## config.mk

```make
export PLATFORM = sky130hd
export DESIGN_NAME = bmdma_regs_top
export DESIGN_NICKNAME = d
export VERILOG_FILES = /design/src/rtl/bmdma_pkg.sv /design/src/rtl/bmdma_decode.sv /design/src/rtl/bmdma_channel.sv /design/src/rtl/bmdma_regs_top.sv
export SDC_FILE = /design/constraint.sdc
export NUM_CORES = 1
export LEC_CHECK = 0
export BUFFER_PORTS_ARGS = -buffer_cell sky130_fd_sc_hd__buf_2
export CAP_MARGIN = 20
export CORE_MARGIN = 1
export CORE_UTILIZATION = 55
export CTS_CLUSTER_SIZE = 14
export DETAILED_ROUTE_END_ITERATION = 8
export PLACE_DENSITY_LB_ADDON = 0.2
export SYNTH_ARGS = -nofsm -noshare
export SYNTH_HDL_FRONTEND = slang
export SYNTH_SLANG_ARGS = --single-unit
```

## constraint.sdc

```tcl
create_clock -name clk -period 3.2 [get_ports clk]
set_clock_uncertainty 0.05 [all_clocks]
set_input_delay 0.16 -clock clk [delete_from_list [all_inputs] [get_ports clk]]
set_output_delay 0.16 -clock clk [all_outputs]
set_load 0.02 [all_outputs]
```

## src/rtl/bmdma_pkg.sv

```systemverilog
package bmdma_pkg;

  localparam int unsigned SLOT_BYTES = 8;
  localparam logic [7:0]  FILL_BYTE  = 8'hFF;
  localparam logic [31:0] FILL_DWORD = 32'hFFFF_FFFF;

  localparam logic [2:0] OFF_CMD  = 3'd0;
  localparam logic [2:0] OFF_STAT = 3'd2;
  localparam logic [2:0] OFF_PTR  = 3'd4;

  // write-one-to-clear with a priority set
  function automatic logic flag_next(input logic cur, input logic wr,
                                     input logic wbit, input logic set);
    return set | (cur & ~(wr & wbit));
  endfunction

  function automatic logic [7:0] pack_status(input logic [1:0] rw65,
                                             input logic irq, input logic err,
                                             input logic act);
    return {1'b0, rw65, 2'b00, irq, err, act};
  endfunction

  function automatic logic [7:0] pack_cmd(input logic dir, input logic start);
    return {4'b0000, dir, 2'b00, start};
  endfunction

  function automatic logic [31:0] align_ptr(input logic [31:0] d);
    return {d[31:2], 2'b00};
  endfunction

endpackage

```

## src/rtl/bmdma_decode.sv

```systemverilog
module bmdma_decode #(
  parameter int unsigned ADDR_W = 16,
  parameter int unsigned NUM_CH = 2
) (
  input  logic              clk,
  input  logic              rst_n,
  input  logic [ADDR_W-1:0] base,
  input  logic [ADDR_W-1:0] addr,
  input  logic              wr,
  input  logic              dword,
  output logic              hit,
  output logic [$clog2(NUM_CH)-1:0] ch_idx,
  output logic [2:0]        offset,
  output logic [NUM_CH-1:0] wr_cmd_v,
  output logic [NUM_CH-1:0] wr_stat_v,
  output logic [NUM_CH-1:0] wr_ptr_v
);
  import bmdma_pkg::*;

  localparam int unsigned IDX_W    = $clog2(NUM_CH);
  localparam int unsigned WIN_LOG2 = IDX_W + 3;
  localparam int unsigned WIN_SIZE = NUM_CH * SLOT_BYTES;

  logic [ADDR_W-1:0] diff;
  logic              wr_hit;

  assign diff   = addr - base;
  assign hit    = ({{(32-ADDR_W){1'b0}}, diff} < WIN_SIZE);
  assign ch_idx = diff[WIN_LOG2-1:3];
  assign offset = diff[2:0];
  assign wr_hit = wr & hit;

  for (genvar c = 0; c < NUM_CH; c++) begin : g_sel
    logic mine;
    assign mine         = wr_hit & (ch_idx == IDX_W'(c));
    assign wr_cmd_v[c]  = mine & ~dword & (offset == OFF_CMD);
    assign wr_stat_v[c] = mine & ~dword & (offset == OFF_STAT);
    assign wr_ptr_v[c]  = mine &  dword & (offset == OFF_PTR);
  end

  // at most one register strobe per access
  a_r1_one_strobe: assert property (@(posedge clk) disable iff (!rst_n)
    $onehot0({wr_cmd_v, wr_stat_v, wr_ptr_v}));

  // a miss never strobes a register
  a_r1_miss_quiet: assert property (@(posedge clk) disable iff (!rst_n)
    !hit |-> ({wr_cmd_v, wr_stat_v, wr_ptr_v} == '0));

endmodule

```

## src/rtl/bmdma_channel.sv

```systemverilog
module bmdma_channel (
  input  logic        clk,
  input  logic        rst_n,
  input  logic        wr_cmd,
  input  logic        wr_stat,
  input  logic        wr_ptr,
  input  logic [31:0] wdata,
  input  logic        set_irq,
  input  logic        set_err,
  input  logic        active_in,
  output logic [7:0]  cmd_q,
  output logic [7:0]  stat_q,
  output logic [31:0] ptr_q,
  output logic        start,
  output logic        dir
);
  import bmdma_pkg::*;

  logic       start_q, dir_q, start_nxt;
  logic [1:0] rw65_q;
  logic       irq_q, err_q, act_q;
  logic [31:0] ptr_r;

  assign start_nxt = wr_cmd ? wdata[0] : start_q;

  always_ff @(posedge clk or negedge rst_n) begin
    if (!rst_n) begin
      start_q <= 1'b0;
      dir_q   <= 1'b0;
      rw65_q  <= 2'b00;
      irq_q   <= 1'b0;
      err_q   <= 1'b0;
      act_q   <= 1'b0;
      ptr_r   <= '0;
    end else begin
      start_q <= start_nxt;
      if (wr_cmd)  dir_q  <= wdata[3];
      if (wr_stat) rw65_q <= wdata[6:5];
      irq_q <= flag_next(irq_q, wr_stat, wdata[2], set_irq);
      err_q <= flag_next(err_q, wr_stat, wdata[1], set_err);
      act_q <= active_in & start_nxt;
      if (wr_ptr) ptr_r <= align_ptr(wdata);
    end
  end

  assign cmd_q  = pack_cmd(dir_q, start_q);
  assign stat_q = pack_status(rw65_q, irq_q, err_q, act_q);
  assign ptr_q  = ptr_r;
  assign start  = start_q;
  assign dir    = dir_q;

  a_r4_rw_bits: assert property (@(posedge clk) disable iff (!rst_n)
    wr_stat |=> (stat_q[6:5] == $past(wdata[6:5])));

  a_r5_stop_drops_active: assert property (@(posedge clk) disable iff (!rst_n)
    (wr_cmd && !wdata[0]) |=> !stat_q[0]);

  a_r5_idle_engine: assert property (@(posedge clk) disable iff (!rst_n)
    !active_in |=> !stat_q[0]);

  a_r6_err_clear: assert property (@(posedge clk) disable iff (!rst_n)
    (wr_stat && wdata[1] && !set_err) |=> !stat_q[1]);

  a_r6_irq_clear: assert property (@(posedge clk) disable iff (!rst_n)
    (wr_stat && wdata[2] && !set_irq) |=> !stat_q[2]);

  a_r8_irq_set: assert property (@(posedge clk) disable iff (!rst_n)
    set_irq |=> stat_q[2]);

  a_r8_err_set: assert property (@(posedge clk) disable iff (!rst_n)
    set_err |=> stat_q[1]);

  a_r9_ptr_load: assert property (@(posedge clk) disable iff (!rst_n)
    wr_ptr |=> (ptr_q == ($past(wdata) & 32'hFFFF_FFFC)));

  a_r11_start_follows: assert property (@(posedge clk) disable iff (!rst_n)
    wr_cmd |=> (start == $past(wdata[0]) && dir == $past(wdata[3])));

endmodule

```

## src/rtl/bmdma_regs_top.sv

```systemverilog
module bmdma_regs_top #(
  parameter int unsigned ADDR_W = 16,
  parameter int unsigned NUM_CH = 2
) (
  input  logic              clk,
  input  logic              rst_n,
  input  logic [ADDR_W-1:0] io_base,
  input  logic [ADDR_W-1:0] io_addr,
  input  logic              io_rd,
  input  logic              io_wr,
  input  logic              io_dword,
  input  logic [31:0]       io_wdata,
  output logic [31:0]       io_rdata,
  output logic              io_hit,
  input  logic [NUM_CH-1:0] eng_active,
  input  logic [NUM_CH-1:0] eng_set_irq,
  input  logic [NUM_CH-1:0] eng_set_err,
  output logic [NUM_CH-1:0] eng_start,
  output logic [NUM_CH-1:0] eng_dir
);
  import bmdma_pkg::*;

  localparam int unsigned IDX_W = $clog2(NUM_CH);

  logic [IDX_W-1:0]  ch_idx;
  logic [2:0]        offset;
  logic [NUM_CH-1:0] wr_cmd_v, wr_stat_v, wr_ptr_v;
  logic [NUM_CH-1:0][7:0]  cmd_all, stat_all;
  logic [NUM_CH-1:0][31:0] ptr_all;

  bmdma_decode #(.ADDR_W(ADDR_W), .NUM_CH(NUM_CH)) u_decode (
    .clk       (clk),
    .rst_n     (rst_n),
    .base      (io_base),
    .addr      (io_addr),
    .wr        (io_wr),
    .dword     (io_dword),
    .hit       (io_hit),
    .ch_idx    (ch_idx),
    .offset    (offset),
    .wr_cmd_v  (wr_cmd_v),
    .wr_stat_v (wr_stat_v),
    .wr_ptr_v  (wr_ptr_v)
  );

  for (genvar c = 0; c < NUM_CH; c++) begin : g_ch
    bmdma_channel u_ch (
      .clk       (clk),
      .rst_n     (rst_n),
      .wr_cmd    (wr_cmd_v[c]),
      .wr_stat   (wr_stat_v[c]),
      .wr_ptr    (wr_ptr_v[c]),
      .wdata     (io_wdata),
      .set_irq   (eng_set_irq[c]),
      .set_err   (eng_set_err[c]),
      .active_in (eng_active[c]),
      .cmd_q     (cmd_all[c]),
      .stat_q    (stat_all[c]),
      .ptr_q     (ptr_all[c]),
      .start     (eng_start[c]),
      .dir       (eng_dir[c])
    );
  end

  always_comb begin
    io_rdata = '0;
    if (io_rd && io_hit) begin
      if (io_dword) begin
        io_rdata = (offset == OFF_PTR) ? ptr_all[ch_idx] : FILL_DWORD;
      end else begin
        unique case (offset)
          OFF_CMD:  io_rdata = {24'h0, cmd_all[ch_idx]};
          OFF_STAT: io_rdata = {24'h0, stat_all[ch_idx]};
          default:  io_rdata = {24'h0, FILL_BYTE};
        endcase
      end
    end
  end

  a_r1_miss_reads_zero: assert property (@(posedge clk) disable iff (!rst_n)
    !io_hit |-> (io_rdata == 32'h0));

  a_r3_fill_byte: assert property (@(posedge clk) disable iff (!rst_n)
    (io_rd && io_hit && !io_dword && offset[0]) |-> (io_rdata == 32'h0000_00FF));

  a_r7_reserved_zero: assert property (@(posedge clk) disable iff (!rst_n)
    (io_rd && io_hit && !io_dword && offset == OFF_STAT) |->
      (io_rdata[7] == 1'b0 && io_rdata[4:3] == 2'b00));

endmodule

```

==> impl_metrics.csv, run 1 <==
group,metric,value,unit
drt,wire_per_inst,19.5,um
yosys,synth.yosys.seq_area_share,39.1,%
yosys,synth_area_per_cell,10.2,um^2
drt,post-route-drc-count,0,
placement,dpl.cell_count,718,
timing,slew_headroom,35.1,%
clock_tree,cts_sinks,74,
layout,drive_gt1_share,53.2,%
timing,tns,-3.88,ns
layout,antenna_cells,0,
placement,place_worst_setup_slack,-0.461,ns
power_and_ir_drop,p_per_area,342,nW/um^2
grt,grt.total_usage,32.9,%
power_and_ir_drop,switching_share,31.4,%
layout,final_cells,780,
timing,maxSlewViolCount,0,
power_and_ir_drop,p_comb_share,29.7,%
worst_setup_path,crit_family,"simple AND/OR/NAND/NOR gates",
die,coreArea,8260,um^2
drt,routed_wl,15200,um
yosys,syn_nets,556,
run_status,violations,"setup timing",
clock_tree,htree_levels,3,
die,die-width,94.8,um
power_and_ir_drop,peakVddDrop,247,uV
drt,first_pass_iters,5,
grt,antenna_found_initial,0,
clock_tree,cts_tree,"yes",
timing,fmax,294,MHz
drt,vias,4723,
worst_setup_path,reg2reg_slack,2.32,ns
yosys,synth.area.top_cells,"dfrtp_1 (39%), mux2_2 (16%), nand2_1 (7.1%)",
yosys,ys.flop_type,"dfrtp_1",
power_and_ir_drop,p_int,1.63,mW
placement,dp_hpwl,8510,um
worst_setup_path,cp.arrival,3.19,ns
timing,min_period,3.40,ns
layout,final_nets,760,
layout,mostFrequentLayoutCells,"buf_4 (100), nand2_1 (88), buf_2 (84)",
grt,grt_max_degree,75,
yosys,yosysTopAreaCellShare,39.1,%
grt,first_global_vias,4794,
yosys,synth_area,4740,um^2
run,max_cap_violations,0,
worst_setup_path,critPathRequiredTime,2.99,ns
timing,fin_crit_sh,106,%
worst_setup_path,path_buf_inv,4,
clock_tree,cts.path.max_buffers,2,
power_and_ir_drop,leakage,3.29,nW
timing,setup_ws,-0.199,ns
timing,worstMarginPinSlew,0.974,ns
yosys,ys_seq_elements,74,
timing,rsz0062_at_grt,"yes",
grt,grt_pass1_wl,22700,um
drt,viasPerCell,6.06,
yosys,synth.distinct_cells,59,
worst_setup_path,crit_chain,"buf_2 > inv_1 > ha_4 > o21a_1 > o31a_1 > o221ai_2 > o31a_1 > nor4_4 > and4_1 > or4b_4 > buf_16 > nor3_1 > buf_2",
die,rows,33,
grt,grt_overflow,0,
clock_tree,clk_latency,0.34,ns
power_and_ir_drop,power_switching,0.748,mW
layout,post-route-util,84.2,%
die,io_pins,112,
power_and_ir_drop,totalPowerFinal,2.38,mW
run_status,status,"complete, but fails checks",
power_and_ir_drop,pwr-share-clk,31.1,%
power_and_ir_drop,power_frac_seq,39.3,%
yosys,syn_inst,466,
worst_setup_path,critPathMaxFanout,8,
placement,numPortBuffers,111,
worst_setup_path,slowest_stage,"or4b_4",
worst_setup_path,cp-start-kind,"primary input",
die,floorplan.initialDensity,57.4,%
die,die_h,94.8,um
clock_tree,cts_buffers,9,
yosys,synth_warnings,0,
die,dieArea,8990,um^2
worst_setup_path,worstSetupPathType,"primary input to output port",
worst_setup_path,crit_path_end_kind,"output port",
drt,antenna_left,0,
clock_tree,clk_pin_slew,0.08,ns
timing,finalHoldViolCount,0,
yosys,synth.largest_area_cell,"dfrtp_1",
clock_tree,clockRootBuffer,"clkbuf_8",
timing,setup_viol,32,
layout,layout_commonest_cell,"buf_4",
worst_hold_path,min_path_type,"primary input to flop",
worst_setup_path,slowest_delay,0.60,ns
layout,synthToLayoutAreaGrowth,46.7,%
yosys,synth-async-reset-ratio,100,%
placement,routabilityCongestion,0.832,
yosys,synth_edf_count,0,
drt,drt_iter0_drc,243,
-- state kept, by name (all words and copies together), names as in the netlist --
name              count
g_ch.u_ch.act_q       2
g_ch.u_ch.dir         2
g_ch.u_ch.start       2
g_ch.u_ch.irq_q       2
g_ch.u_ch.rw65_q      4
g_ch.u_ch.ptr_q      60
g_ch.u_ch.err_q       2
-- worst paths after layout --
path                                              from                endpoint  cells after the start
max in group asynchronous                        rst_n  g_ch[1].u_ch.ptr_q[24]                      2
worst max register to register  g_ch[1].u_ch.ptr_q[10]  g_ch[1].u_ch.ptr_q[10]                      1
worst max-delay path                        io_base[2]             io_rdata[1]                     13
worst min register to register      g_ch[0].u_ch.irq_q      g_ch[0].u_ch.irq_q                      1
min in group asynchronous                        rst_n      g_ch[1].u_ch.act_q                      2
worst min-delay path                      io_wdata[24]  g_ch[1].u_ch.ptr_q[24]                      2
-- power groups by stage --
stage | Clock, mW | Sequential, mW | Combinational, mW
floorplan | 0 | 0.954 | 0.270
global placement | 0 | 0.953 | 0.507
detailed placement | 0 | 0.953 | 0.520
CTS | 0.757 | 0.935 | 0.632
global route | 0.783 | 0.935 | 0.752
finish | 0.739 | 0.935 | 0.706
-- repair_timing --
| action | 4_1_cts | 5_1_grt |
|---|---|---|
| pin swaps | 11 | 25 |
| endpoints found under the hold margin | 118 | 0 |
| gates cloned | 1 | 3 |
| hold buffers | 26 | 0 |
| buffers inserted | 12 | 4 |
| endpoints found under the setup margin | 32 | 102 |
| gates resized for setup | 68 | 27 |
-- logic make-up (layout without fill, tap and decap cells) --
kind of cell | after synthesis | in the layout | synth area share [%]
XOR/XNOR | 8 | 8 | 1.48
adder cells (fa/ha/maj) | 15 | 15 | 3.96
AO/OA/AOI/OAI | 98 | 98 | 18.2
flip-flops | 74 | 74 | 39.1
buffers and inverters | 54 | 263 | 5.81
AND/OR/NAND/NOR | 147 | 147 | 14.9
multiplexers | 70 | 70 | 16.6
-- final cells by class --
class	count	area, um^2
Multi-Input combinational cell	338	2990
Sequential cell	74	1850
Timing Repair Buffer	228	1700
Fill cell	435	1310
Tap cell	105	131
Clock buffer	10	128
Inverter	19	78.8
Clock inverter	6	72.6
-- cell usage after synthesis, drive strengths merged, types with 5 or more instances --
master and instances:
nand2 89, dfrtp 74, mux2 68, a311oi 30, buf 20, inv 18, clkbuf 15, ha 15
nor2 11, a21o 10, o21ai 10, a21oi 9, a31oi 8, nor4 8, nand3 6, nor3 6
and3 5, nor3b 5
-- layer usage --
layer  routed length [um]  vias up  global-route usage [%]
met5                    0        -                       0
met4                  414        0                    12.0
met3                  968       38                    6.92
met2                 8060      209                    59.2
met1                 5790     2364                    38.3
li1                     -     2112                       -
-- through the flow --
stage	hold slack, ns	instance area (um^2)
final	0.0132	6950
after detailed placement	0.304	5870
after CTS	0.000116	6750
after global placement	0.302	5870
after floorplan	-0.186	4800
after global routing	0.00765	6950
Note: power is estimated with default switching activity, not from simulation.
==> inputs of run 2 (changes only) <==
--- a/config.mk
+++ b/config.mk
@@ -8,7 +8,7 @@
 export BUFFER_PORTS_ARGS = -buffer_cell sky130_fd_sc_hd__buf_2
 export CAP_MARGIN = 20
 export CORE_MARGIN = 1
-export CORE_UTILIZATION = 55
+export CORE_UTILIZATION = 45
 export CTS_CLUSTER_SIZE = 14
 export DETAILED_ROUTE_END_ITERATION = 8
 export PLACE_DENSITY_LB_ADDON = 0.2
==> run 2 against run 1 <==
The flow still finishes with violations (setup timing). Routed wire length decreased by 9.5%. Largest power group unchanged. Worst hold slack got worse by 0.0040 ns. Critical path depth did not move. Highest routed layer unchanged. Sequential power barely moved. Clock power grew 16%.
==> impl_metrics.csv, run 2 (synthesis gave the netlist of run 1 again) <==
group,metric,value,unit
worst_setup_path,r2r_end,"g_ch[0].u_ch.dir",
drt,dr.max_layer_used,"met4",
timing,whs,0.00913,ns
grt,first_global_vias,4652,
worst_hold_path,min_delay_path_depth,2,
clock_tree,clk_latency,0.35,ns
run_status,violations,"setup timing",
run_status,status,"complete, but fails checks",
drt,vias,4499,
worst_setup_path,path_buf_inv,4,
die,die-width,105,um
worst_setup_path,crit_family,"simple AND/OR/NAND/NOR gates",
layout,drive_gt1_share,54.9,%
grt,grt_max_degree,75,
worst_setup_path,critPathRequiredTime,2.99,ns
layout,multi_input_area,3090,um^2
worst_hold_path,hp-start,"io_wdata[13]",
die,dieArea,10900,um^2
drt,antenna_left,0,
grt,grt_pass1_wl,21800,um
layout,final_cells,806,
worst_setup_path,cpMostUsedCell,"a21oi_4",
power_and_ir_drop,p_comb_share,28.0,%
power_and_ir_drop,p_per_area,351,nW/um^2
drt,post-route-drc-count,0,
drt,route.met2.wl,6790,um
clock_tree,cts_buffers,9,
timing,min_period,3.32,ns
worst_setup_path,slowest_delay,0.58,ns
power_and_ir_drop,p_int,1.74,mW
power_and_ir_drop,power_frac_seq,37.6,%
layout,register_area,1850,um^2
run,max_cap_violations,0,
grt,antenna_found_initial,0,
drt,wl_met1,6010,um
timing,setup_ws,-0.123,ns
power_and_ir_drop,leakage,3.30,nW
timing,maxSlewViolCount,0,
die,floorplan.initialDensity,46.1,%
die,die_h,105,um
worst_setup_path,reg2reg_slack,2.36,ns
worst_setup_path,crit_chain,"buf_2 > inv_1 > ha_4 > a21o_1 > a21oi_4 > a21oi_4 > o211a_1 > nor4_4 > and4_1 > or4b_4 > clkbuf_16 > a311oi_2 > buf_4",
clock_tree,cts_sinks,74,
layout,finalInstanceArea,7090,um^2
die,io_pins,112,
clock_tree,htree_levels,3,
timing,finalHoldViolCount,0,
drt,routed_wl,13800,um
layout,antenna_cells,0,
power_and_ir_drop,pwr-share-clk,34.5,%
worst_setup_path,critPathMaxFanout,6,
drt,drt_iter0_drc,211,
power_and_ir_drop,switching_share,30.1,%
drt,viasPerCell,5.58,
drt,wl_met3,766,um
grt,grt.total_usage,24.9,%
timing,slew_headroom,37.1,%
layout,synthToLayoutAreaGrowth,49.7,%
placement,postPlaceCellArea,5910,um^2
clock_tree,cts_tree,"yes",
power_and_ir_drop,power_switching,0.750,mW
clock_tree,clockRootBuffer,"clkbuf_8",
grt,grt_overflow,0,
worst_setup_path,cp-start-kind,"primary input",
layout,largest_reg_flops,60,
timing,rsz0062_at_grt,"yes",
clock_tree,clk_pin_slew,0.08,ns
layout,mostFrequentLayoutCells,"buf_4 (107), nand2_1 (88), buf_2 (75)",
die,coreArea,10300,um^2
worst_setup_path,crit_path_end_kind,"output port",
worst_hold_path,min_path_type,"primary input to flop",
layout,fill_cells,796,
placement,dpl.cell_count,749,
worst_setup_path,worst-r2r-cell-count,1,
worst_setup_path,cp.arrival,3.11,ns
layout,layout_commonest_cell,"buf_4",
die,rows,37,
worst_setup_path,worstSetupPathType,"primary input to output port",
power_and_ir_drop,peakVddDrop,276,uV
clock_tree,cts.path.max_buffers,2,
timing,fmax,301,MHz
drt,wire_per_inst,17.1,um
placement,routabilityCongestion,0.837,
power_and_ir_drop,totalPowerFinal,2.49,mW
placement,place_worst_setup_slack,-0.430,ns
drt,first_pass_iters,4,
timing,fin_crit_sh,104,%
placement,numPortBuffers,111,
placement,dp_hpwl,8880,um
worst_setup_path,r2r_start,"g_ch[0].u_ch.dir",
worst_setup_path,slowest_stage,"or4b_4",
worst_hold_path,min_to,"g_ch[0].u_ch.ptr_q[13]",
layout,final_nets,755,
timing,setup_viol,31,
timing,worstMarginPinSlew,0.944,ns
## run 2: cell count changes in the layout (fill, tap and decap cells not counted), sizes merged
cell         delta
dlygate4sd3     -5
clkinvlp        -1
bufinv          +1
buf             -1
clkbuf          +1
## run 2: area by class of cell
cell class	instances	area share, %
timing repair buffer	223	23.6
sequential	74	26.1
inverter	19	1.04
tap	136	2.40
multi-input combinational	338	43.5
clock inverter	6	1.34
clock buffer	10	1.94
## run 2: per-layer routing
layer  vias to the layer above  track usage [%]
met5                         -                0
met4                         0             7.75
met3                        23             5.24
met2                       140             42.5
met1                      2236             31.5
li1                       2100                -
## run 2: how the worst max path moves through the flow
| stage | start | end | slack, ns | cells after the start |
|---|---|---|---|---|
| 6_report | io_base[3] | io_rdata[17] | -0.12 | 13 |
| 5_1_grt | io_base[5] | io_rdata[1] | -0.20 | 14 |
| 4_1_cts | io_base[12] | io_rdata[17] | -0.04 | 13 |
| 3_5_place_dp | io_base[1] | io_rdata[9] | -0.43 | 13 |
| 3_3_place_gp | io_base[5] | io_rdata[9] | -0.39 | 12 |
| 2_1_floorplan | io_base[5] | io_rdata[10] | -0.08 | 11 |
## run 2: power groups by stage
stage / registers, mW / logic [mW] / clock network (mW)
6_report: 0.935 / 0.696 / 0.858
5_1_grt: 0.935 / 0.749 / 0.908
4_1_cts: 0.935 / 0.641 / 0.869
3_5_place_dp: 0.953 / 0.531 / 0
3_3_place_gp: 0.953 / 0.522 / 0
2_1_floorplan: 0.954 / 0.270 / 0
## run 2: stage by stage
step | utilization [%] | setup TNS, ns
floorplan | - | -0.329
global placement | 57.5 | -25.23
detailed placement | 57.5 | -28.79
CTS | 65.0 | -0.165
global route | 69.0 | -5.26
finish | 69.0 | -2.03
## run 2: repair_timing
action,CTS,global route
setup buffers,11,6
hold endpoints to repair,106,2
hold buffers,20,1
endpoints found under the setup margin,32,96
pin swaps,8,12
gates resized for setup,53,63
cloned,0,3
